$ cat config.mk
export PLATFORM = sky130hd
export DESIGN_NAME = paged_addr_gen
export DESIGN_NICKNAME = d
export VERILOG_FILES = /design/src/rtl/paged_addr_pkg.sv /design/src/rtl/paged_addr_ctrl.sv /design/src/rtl/paged_addr_dp.sv /design/src/rtl/paged_addr_gen.sv
export SDC_FILE = /design/constraint.sdc
export NUM_CORES = 1
export LEC_CHECK = 0
export BUFFER_PORTS_ARGS = -buffer_cell sky130_fd_sc_hd__buf_2
export CAP_MARGIN = 20
export CORE_AREA = 2 2 39 41
export DETAILED_ROUTE_END_ITERATION = 16
export DIE_AREA = 0 0 41 43
export PLACE_DENSITY = 0.63
export SYNTH_ARGS = -nofsm -noshare
export SYNTH_HDL_FRONTEND = slang
export SYNTH_SLANG_ARGS = --single-unit
$ cat constraint.sdc
create_clock -name clk -period 1.2 [get_ports clk]
set_input_delay 0.24 -clock clk [delete_from_list [all_inputs] [get_ports clk]]
set_output_delay 0.24 -clock clk [all_outputs]
set_load 0.01 [all_outputs]
$ cat src/rtl/paged_addr_pkg.sv
package paged_addr_pkg;

  typedef enum logic [1:0] {
    PG_HOLD = 2'd0,
    PG_LOAD = 2'd1,
    PG_INC  = 2'd2,
    PG_DEC  = 2'd3
  } pageOp_e;

  typedef struct packed {
    logic loadPage;
    logic incPage;
    logic decPage;
  } pageCtrl_t;

endpackage

$ cat src/rtl/paged_addr_ctrl.sv
module paged_addr_ctrl
  import paged_addr_pkg::*;
(
  input  logic       clk,
  input  logic       rstN,
  input  logic [1:0] pageOp,
  input  logic       accValid,
  input  logic       accWrite,
  input  logic       inRange,
  output pageCtrl_t  ctrl,
  output logic       ramRead,
  output logic       ramWrite,
  output logic       outOfRange
);

  pageOp_e opCode;

  always_comb begin
    opCode = pageOp_e'(pageOp);
    ctrl = '0;
    unique case (opCode)
      PG_LOAD: ctrl.loadPage = 1'b1;
      PG_INC:  ctrl.incPage  = 1'b1;
      PG_DEC:  ctrl.decPage  = 1'b1;
      default: ;
    endcase
  end

  always_comb begin
    ramRead    = accValid && !accWrite && inRange;
    ramWrite   = accValid && accWrite && inRange;
    outOfRange = accValid && !inRange;
  end

  // an out-of-range access never reaches the RAM
  p_no_strobe_oor_r8: assert property (@(posedge clk) disable iff (!rstN)
    outOfRange |-> (!ramRead && !ramWrite));

  // read and write strobes never coincide
  p_strobe_excl_r7: assert property (@(posedge clk) disable iff (!rstN)
    !(ramRead && ramWrite));

  // idle cycles are quiet
  p_idle_quiet_r9: assert property (@(posedge clk) disable iff (!rstN)
    !accValid |-> (!ramRead && !ramWrite && !outOfRange));

  // page strobes are mutually exclusive
  p_one_page_op_r10: assert property (@(posedge clk) disable iff (!rstN)
    $onehot0({ctrl.loadPage, ctrl.incPage, ctrl.decPage}));

endmodule

$ cat src/rtl/paged_addr_dp.sv
module paged_addr_dp
  import paged_addr_pkg::*;
#(
  parameter int PAGE_W        = 3,
  parameter int ROWS_PER_PAGE = 4,
  parameter int ROW_BITS      = 256,
  parameter int WORD_BITS     = 32,
  parameter int NUM_ROWS      = 9,
  localparam int ROWSEL_W     = $clog2(ROWS_PER_PAGE),
  localparam int WORDS_PER_ROW = ROW_BITS / WORD_BITS,
  localparam int WORDSEL_W    = $clog2(WORDS_PER_ROW),
  localparam int OPND_W       = ROWSEL_W + WORDSEL_W,
  localparam int ROW_IDX_W    = PAGE_W + ROWSEL_W,
  localparam int ADDR_W       = ROW_IDX_W + WORDSEL_W
)(
  input  logic              clk,
  input  logic              rstN,
  input  pageCtrl_t         ctrl,
  input  logic [PAGE_W-1:0] pageImm,
  input  logic [OPND_W-1:0] operand,
  output logic [ADDR_W-1:0] ramAddr,
  output logic              inRange
);

  logic [PAGE_W-1:0]    curPage;
  logic [ROWSEL_W-1:0]  rowSel;
  logic [WORDSEL_W-1:0] wordSel;
  logic [ROW_IDX_W-1:0] rowIdx;

  always_ff @(posedge clk or negedge rstN) begin
    if (!rstN) begin
      curPage <= '0;
    end else if (ctrl.loadPage) begin
      curPage <= pageImm;
    end else if (ctrl.incPage) begin
      curPage <= curPage + PAGE_W'(1);
    end else if (ctrl.decPage) begin
      curPage <= curPage - PAGE_W'(1);
    end
  end

  always_comb begin
    rowSel  = operand[OPND_W-1:WORDSEL_W];
    wordSel = operand[WORDSEL_W-1:0];
    rowIdx  = ROW_IDX_W'(curPage) * ROW_IDX_W'(ROWS_PER_PAGE) + ROW_IDX_W'(rowSel);
    ramAddr = ADDR_W'(rowIdx) * ADDR_W'(WORDS_PER_ROW) + ADDR_W'(wordSel);
    inRange = (32'(rowIdx) < 32'(NUM_ROWS));
  end

  // select loads the immediate
  p_page_load_r3: assert property (@(posedge clk) disable iff (!rstN)
    ctrl.loadPage |=> (curPage == $past(pageImm)));

  // increment moves one page up, modulo the register width
  p_page_inc_r4: assert property (@(posedge clk) disable iff (!rstN)
    ctrl.incPage |=> (curPage == $past(curPage) + PAGE_W'(1)));

  // decrement moves one page down, modulo the register width
  p_page_dec_r5: assert property (@(posedge clk) disable iff (!rstN)
    ctrl.decPage |=> (curPage == $past(curPage) - PAGE_W'(1)));

  // no page instruction keeps the page
  p_page_hold_r10: assert property (@(posedge clk) disable iff (!rstN)
    !(ctrl.loadPage || ctrl.incPage || ctrl.decPage) |=> $stable(curPage));

endmodule

$ cat src/rtl/paged_addr_gen.sv
module paged_addr_gen
  import paged_addr_pkg::*;
#(
  parameter int PAGE_W        = 3,
  parameter int ROWS_PER_PAGE = 4,
  parameter int ROW_BITS      = 256,
  parameter int WORD_BITS     = 32,
  parameter int NUM_ROWS      = 9,
  localparam int OPND_W       = $clog2(ROWS_PER_PAGE) + $clog2(ROW_BITS / WORD_BITS),
  localparam int ADDR_W       = PAGE_W + OPND_W
)(
  input  logic              clk,
  input  logic              rstN,
  input  logic [1:0]        pageOp,
  input  logic [PAGE_W-1:0] pageImm,
  input  logic              accValid,
  input  logic              accWrite,
  input  logic [OPND_W-1:0] operand,
  output logic [ADDR_W-1:0] ramAddr,
  output logic              ramRead,
  output logic              ramWrite,
  output logic              outOfRange
);

  pageCtrl_t ctrl;
  logic      inRange;

  paged_addr_ctrl ctrl_i (
    .clk        (clk),
    .rstN       (rstN),
    .pageOp     (pageOp),
    .accValid   (accValid),
    .accWrite   (accWrite),
    .inRange    (inRange),
    .ctrl       (ctrl),
    .ramRead    (ramRead),
    .ramWrite   (ramWrite),
    .outOfRange (outOfRange)
  );

  paged_addr_dp #(
    .PAGE_W        (PAGE_W),
    .ROWS_PER_PAGE (ROWS_PER_PAGE),
    .ROW_BITS      (ROW_BITS),
    .WORD_BITS     (WORD_BITS),
    .NUM_ROWS      (NUM_ROWS)
  ) dp_i (
    .clk     (clk),
    .rstN    (rstN),
    .ctrl    (ctrl),
    .pageImm (pageImm),
    .operand (operand),
    .ramAddr (ramAddr),
    .inRange (inRange)
  );

endmodule

==> impl_metrics.prom <==
# TYPE chip_impl_metric gauge
chip_impl_info{name="run_status",value="complete, but fails checks"} 1
chip_impl_info{name="violations_in_the_final_reports",value="negative setup slack"} 1
chip_impl_metric{name="total_vias_in_the_final_route",unit=""} 278
chip_impl_info{name="worstPathCellList",value="or3_1, a21oi_2, and3b_2, buf_6"} 1
chip_impl_metric{name="setup_violations",unit=""} 7
chip_impl_metric{name="setup_tns",unit="ns"} -2.16
chip_impl_metric{name="drv_slew",unit=""} 0
chip_impl_metric{name="stdcell_count",unit=""} 68
chip_impl_metric{name="pwr-share-clk",unit="%"} 27.1
chip_impl_metric{name="layout.core_utilization",unit="%"} 34.3
chip_impl_metric{name="slew_at_the_pin_closest_to_its_max_slew_limit",unit="ns"} 0.237
chip_impl_metric{name="max_cap_violations",unit=""} 0
chip_impl_info{name="registers.top_by_ff_count",value="dp_i.curPage"} 1
chip_impl_metric{name="grt_max_degree",unit=""} 7
chip_impl_metric{name="post-route-cell-area",unit="µm²"} 474
chip_impl_metric{name="synthesis.area_per_instance",unit="µm²"} 9.56
chip_impl_metric{name="report.final.hold_viol_count",unit=""} 0
chip_impl_info{name="critical_path.reg2reg.startpoint",value="dp_i.curPage[0]$_DFFE_PN0P_"} 1
chip_impl_metric{name="cts.htree.levels",unit=""} 1
chip_impl_metric{name="die_w",unit="µm"} 41
chip_impl_metric{name="clk_latency_worst_skew_pair",unit="ns"} 0.23
chip_impl_metric{name="synth-warning-count",unit=""} 0
chip_impl_info{name="critPathCapture",value="ramRead"} 1
chip_impl_metric{name="power.total",unit="mW"} 0.637
chip_impl_metric{name="achievable_clock_frequency",unit="MHz"} 606
chip_impl_metric{name="die-height",unit="µm"} 43
chip_impl_metric{name="worst_slack",unit="ns"} -0.449
chip_impl_metric{name="total_drc_errors_in_the_routed_layout",unit=""} 0
chip_impl_metric{name="switching_share",unit="%"} 33.4
chip_impl_metric{name="register_bit_total_from_synthesis",unit=""} 3
chip_impl_metric{name="worst_path_largest_cell_delay",unit="ns"} 0.39
chip_impl_metric{name="fin_worst_skew",unit="ns"} 0.00329
chip_impl_metric{name="max-vdd-ir-drop",unit="V"} 0.000340
chip_impl_metric{name="grt_pass1_wl",unit="µm"} 931
chip_impl_metric{name="combinationalPowerShare",unit="%"} 46.8
chip_impl_metric{name="synth.cell_area",unit="µm²"} 268
chip_impl_metric{name="share_of_synthesized_area_occupied_by_flip_flops_and_latches",unit="%"} 28.0
chip_impl_metric{name="first_global_vias",unit=""} 256
chip_impl_metric{name="timing.critical_path.depth",unit=""} 4
chip_impl_metric{name="finalHoldWorstSlack",unit="ns"} 0.300
chip_impl_metric{name="finalCriticalPeriod",unit="ns"} 1.65
chip_impl_info{name="timing.critical_path.from_type",value="flip-flop"} 1
chip_impl_metric{name="synth_cells",unit=""} 28
chip_impl_metric{name="synth-edff-count",unit=""} 0
chip_impl_metric{name="antenna_found_initial",unit=""} 0
chip_impl_metric{name="ys_async_sr_fraction",unit="%"} 100
chip_impl_metric{name="rr_worst_depth",unit=""} 7
chip_impl_metric{name="power_density",unit="nW/µm²"} 1340
chip_impl_info{name="hp-class",value="in -> reg"} 1
chip_impl_metric{name="regToRegSetupSlack",unit="ns"} -0.37
chip_impl_metric{name="final_layout_size_suffix_gt1_share",unit="%"} 71.2
chip_impl_metric{name="synth.net_count",unit=""} 43
chip_impl_metric{name="grt.total_usage",unit="%"} 8.37
chip_impl_metric{name="place_area",unit="µm²"} 378
chip_impl_metric{name="io_buffers",unit=""} 18
chip_impl_info{name="synthFlopType",value="dfrtp_1"} 1
chip_impl_metric{name="nNetsFinal",unit=""} 68
chip_impl_metric{name="drt_pass1_iterations",unit=""} 3
chip_impl_info{name="cell_with_the_biggest_individual_delay_on_the_critical_path",value="dfrtp_2"} 1
chip_impl_metric{name="worstPathMaxFanout",unit=""} 3
chip_impl_metric{name="post-place-ws",unit="ns"} -0.220
chip_impl_metric{name="floorplan.rows",unit=""} 14
chip_impl_metric{name="postRouteWirelength",unit="µm"} 714
chip_impl_info{name="cp-end-kind",value="primary output"} 1
chip_impl_metric{name="largest_register_ffs",unit=""} 3
chip_impl_metric{name="overall_die_area",unit="µm²"} 1760
chip_impl_metric{name="routedWlPerCell",unit="µm"} 10.5
chip_impl_metric{name="synth_cell_type_count",unit=""} 19
chip_impl_metric{name="power.net_switching",unit="mW"} 0.213
chip_impl_metric{name="crit_arrival",unit="ns"} 1.41
chip_impl_metric{name="finalWeightedCongestion",unit=""} 0.621
chip_impl_metric{name="clockBufferDepth",unit=""} 2
chip_impl_metric{name="cts.sink_count",unit=""} 3
chip_impl_metric{name="gr-total-overflow",unit=""} 0
chip_impl_metric{name="floorplan.initialDensity",unit="%"} 19.3
chip_impl_metric{name="drt-initial-drc-count",unit=""} 5
chip_impl_metric{name="timing.max_slew.rel_slack",unit="%"} 84.2
chip_impl_metric{name="design.portCount",unit=""} 25
chip_impl_metric{name="detailedPlacementHpwl",unit="µm"} 511
chip_impl_metric{name="path_clk_slew",unit="ns"} 0.04
chip_impl_metric{name="final_clock_period_utilization_by_the_worst_path",unit="%"} 137
chip_impl_metric{name="insertedDiodeCount",unit=""} 0
chip_impl_metric{name="vias_per_cell",unit=""} 4.09
chip_impl_metric{name="required",unit="ns"} 0.96
chip_impl_info{name="cts_tree",value="done"} 1
chip_impl_info{name="layout_top_registers",value="dp_i.curPage: 3 flops"} 1
chip_impl_metric{name="coreArea",unit="µm²"} 1380
chip_impl_info{name="regToRegEndpoint",value="dp_i.curPage[2]$_DFFE_PN0P_"} 1
chip_impl_info{name="clockRootBuffer",value="clkbuf_4"} 1
chip_impl_info{name="rsz0062_at_grt",value="yes"} 1
chip_impl_metric{name="critPathBufInv",unit=""} 1
chip_impl_info{name="timing_worst_setup_path_type",value="reg -> out"} 1
chip_impl_metric{name="tritoncts.num_buffers",unit=""} 3
chip_impl_metric{name="area.growth.synth_to_final",unit="%"} 77.1
chip_impl_metric{name="dp_cells",unit=""} 60
chip_impl_info{name="cpLargestDelayFamily",value="simple AND/OR/NAND/NOR gates"} 1
chip_impl_metric{name="ant_nets",unit=""} 0
chip_impl_info{name="crit_start",value="dp_i.curPage[0]$_DFFE_PN0P_"} 1
chip_impl_metric{name="cell_internal_power_dissipation",unit="mW"} 0.425
chip_impl_metric{name="sequentialPowerShare",unit="%"} 26.1
chip_impl_metric{name="cellLeakagePower",unit="nW"} 0.238
[metal layers]
layer  global-route usage, %  up-vias  wire length (µm)  part of all wire (%)
met3                    3.66        0                86                    12
li1                        -      141                 -                     -
met5                       0        -                 0                     0
met1                    8.79      121               269                    38
met4                    8.00        0                 0                     0
met2                    11.6       16               358                    50
[cell families (layout without fill, tap and decap cells)]
group	after synthesis	in the layout	synth area share [%]
XOR/XNOR	1	1	3.27
AO/OA/AOI/OAI	6	6	15.0
buffers and inverters	6	30	15.9
multiplexers	3	3	11.7
adder cells (fa/ha/maj)	1	1	7.48
flip-flops	3	3	28.0
AND/OR/NAND/NOR	8	8	18.7
[synthesized netlist by cell type (2+ instances only)]
cell type	number	area [µm²]
buf_4	5	37.5
dfrtp_1	3	75.1
a21oi_1	2	10.0
mux2i_1	2	20.0
nand2_1	2	7.51
[layout make-up]
| type | count | area [µm²] |
|---|---|---|
| Fill cell | 153 | 910 |
| Timing Repair Buffer | 26 | 176 |
| Tap cell | 16 | 20.0 |
| Multi-Input combinational cell | 19 | 175 |
| Clock buffer | 4 | 26.3 |
| Sequential cell | 3 | 76.3 |
[cells in the final DEF (no fill, tap or decap)]
cell type      synthesis  final
buf_2                  1     16
buf_6                  0      5
buf_4                  5      4
clkbuf_4               0      3
a21oi_2                1      2
mux2i_1                2      2
nand2_1                2      2
dfrtp_1                3      2
or3_1                  1      1
and3b_2                0      1
and3_1                 1      1
nor2b_1                1      1
nand2b_4               0      1
o21ai_1                0      1
xnor2_1                1      1
mux2_2                 1      1
o32ai_1                1      1
a21oi_1                2      1
nor2b_4                0      1
a211oi_2               0      1
fa_2                   0      1
clkbuf_1               0      1
dfrtp_2                0      1
dlygate4sd3_1          0      1
[power by group through the flow]
stage | registers, mW | clock network (mW) | logic, mW
detailed placement | 0.168 | 0 | 0.246
global placement | 0.166 | 0 | 0.241
global route | 0.172 | 0.186 | 0.335
CTS | 0.167 | 0.182 | 0.281
finish | 0.166 | 0.173 | 0.298
floorplan | 0.180 | 0 | 0.143
[timing repair]
action	4_1_cts	5_1_grt
pin swaps	4	3
resized for setup	5	4
endpoints found under the hold margin	3	0
setup buffers	2	1
setup endpoints to repair	5	7
hold buffers	1	0
[tightest hold or removal path: cells and delay by family]
| kind | cells | cell delay, ns |
|---|---|---|
| buffers and inverters | 1 | 0.08 |
| AOI/OAI and AO/OA | 2 | 0.16 |
[how the worst min path moves through the flow]
stage | startpoint | end | slack (ns) | cells after the start
after floorplan | rstN | dp_i.curPage[0]$_DFFE_PN0P_ | -0.06 | 0
final | pageImm[0] | dp_i.curPage[0]$_DFFE_PN0P_ | 0.30 | 3
after global routing | pageImm[1] | dp_i.curPage[1]$_DFFE_PN0P_ | 0.33 | 3
after CTS | pageImm[0] | dp_i.curPage[0]$_DFFE_PN0P_ | 0.31 | 3
after global placement | rstN | dp_i.curPage[1]$_DFFE_PN0P_ | 0.04 | 1
after detailed placement | rstN | dp_i.curPage[2]$_DFFE_PN0P_ | 0.04 | 1
Note: power is estimated with default switching activity, not from simulation.
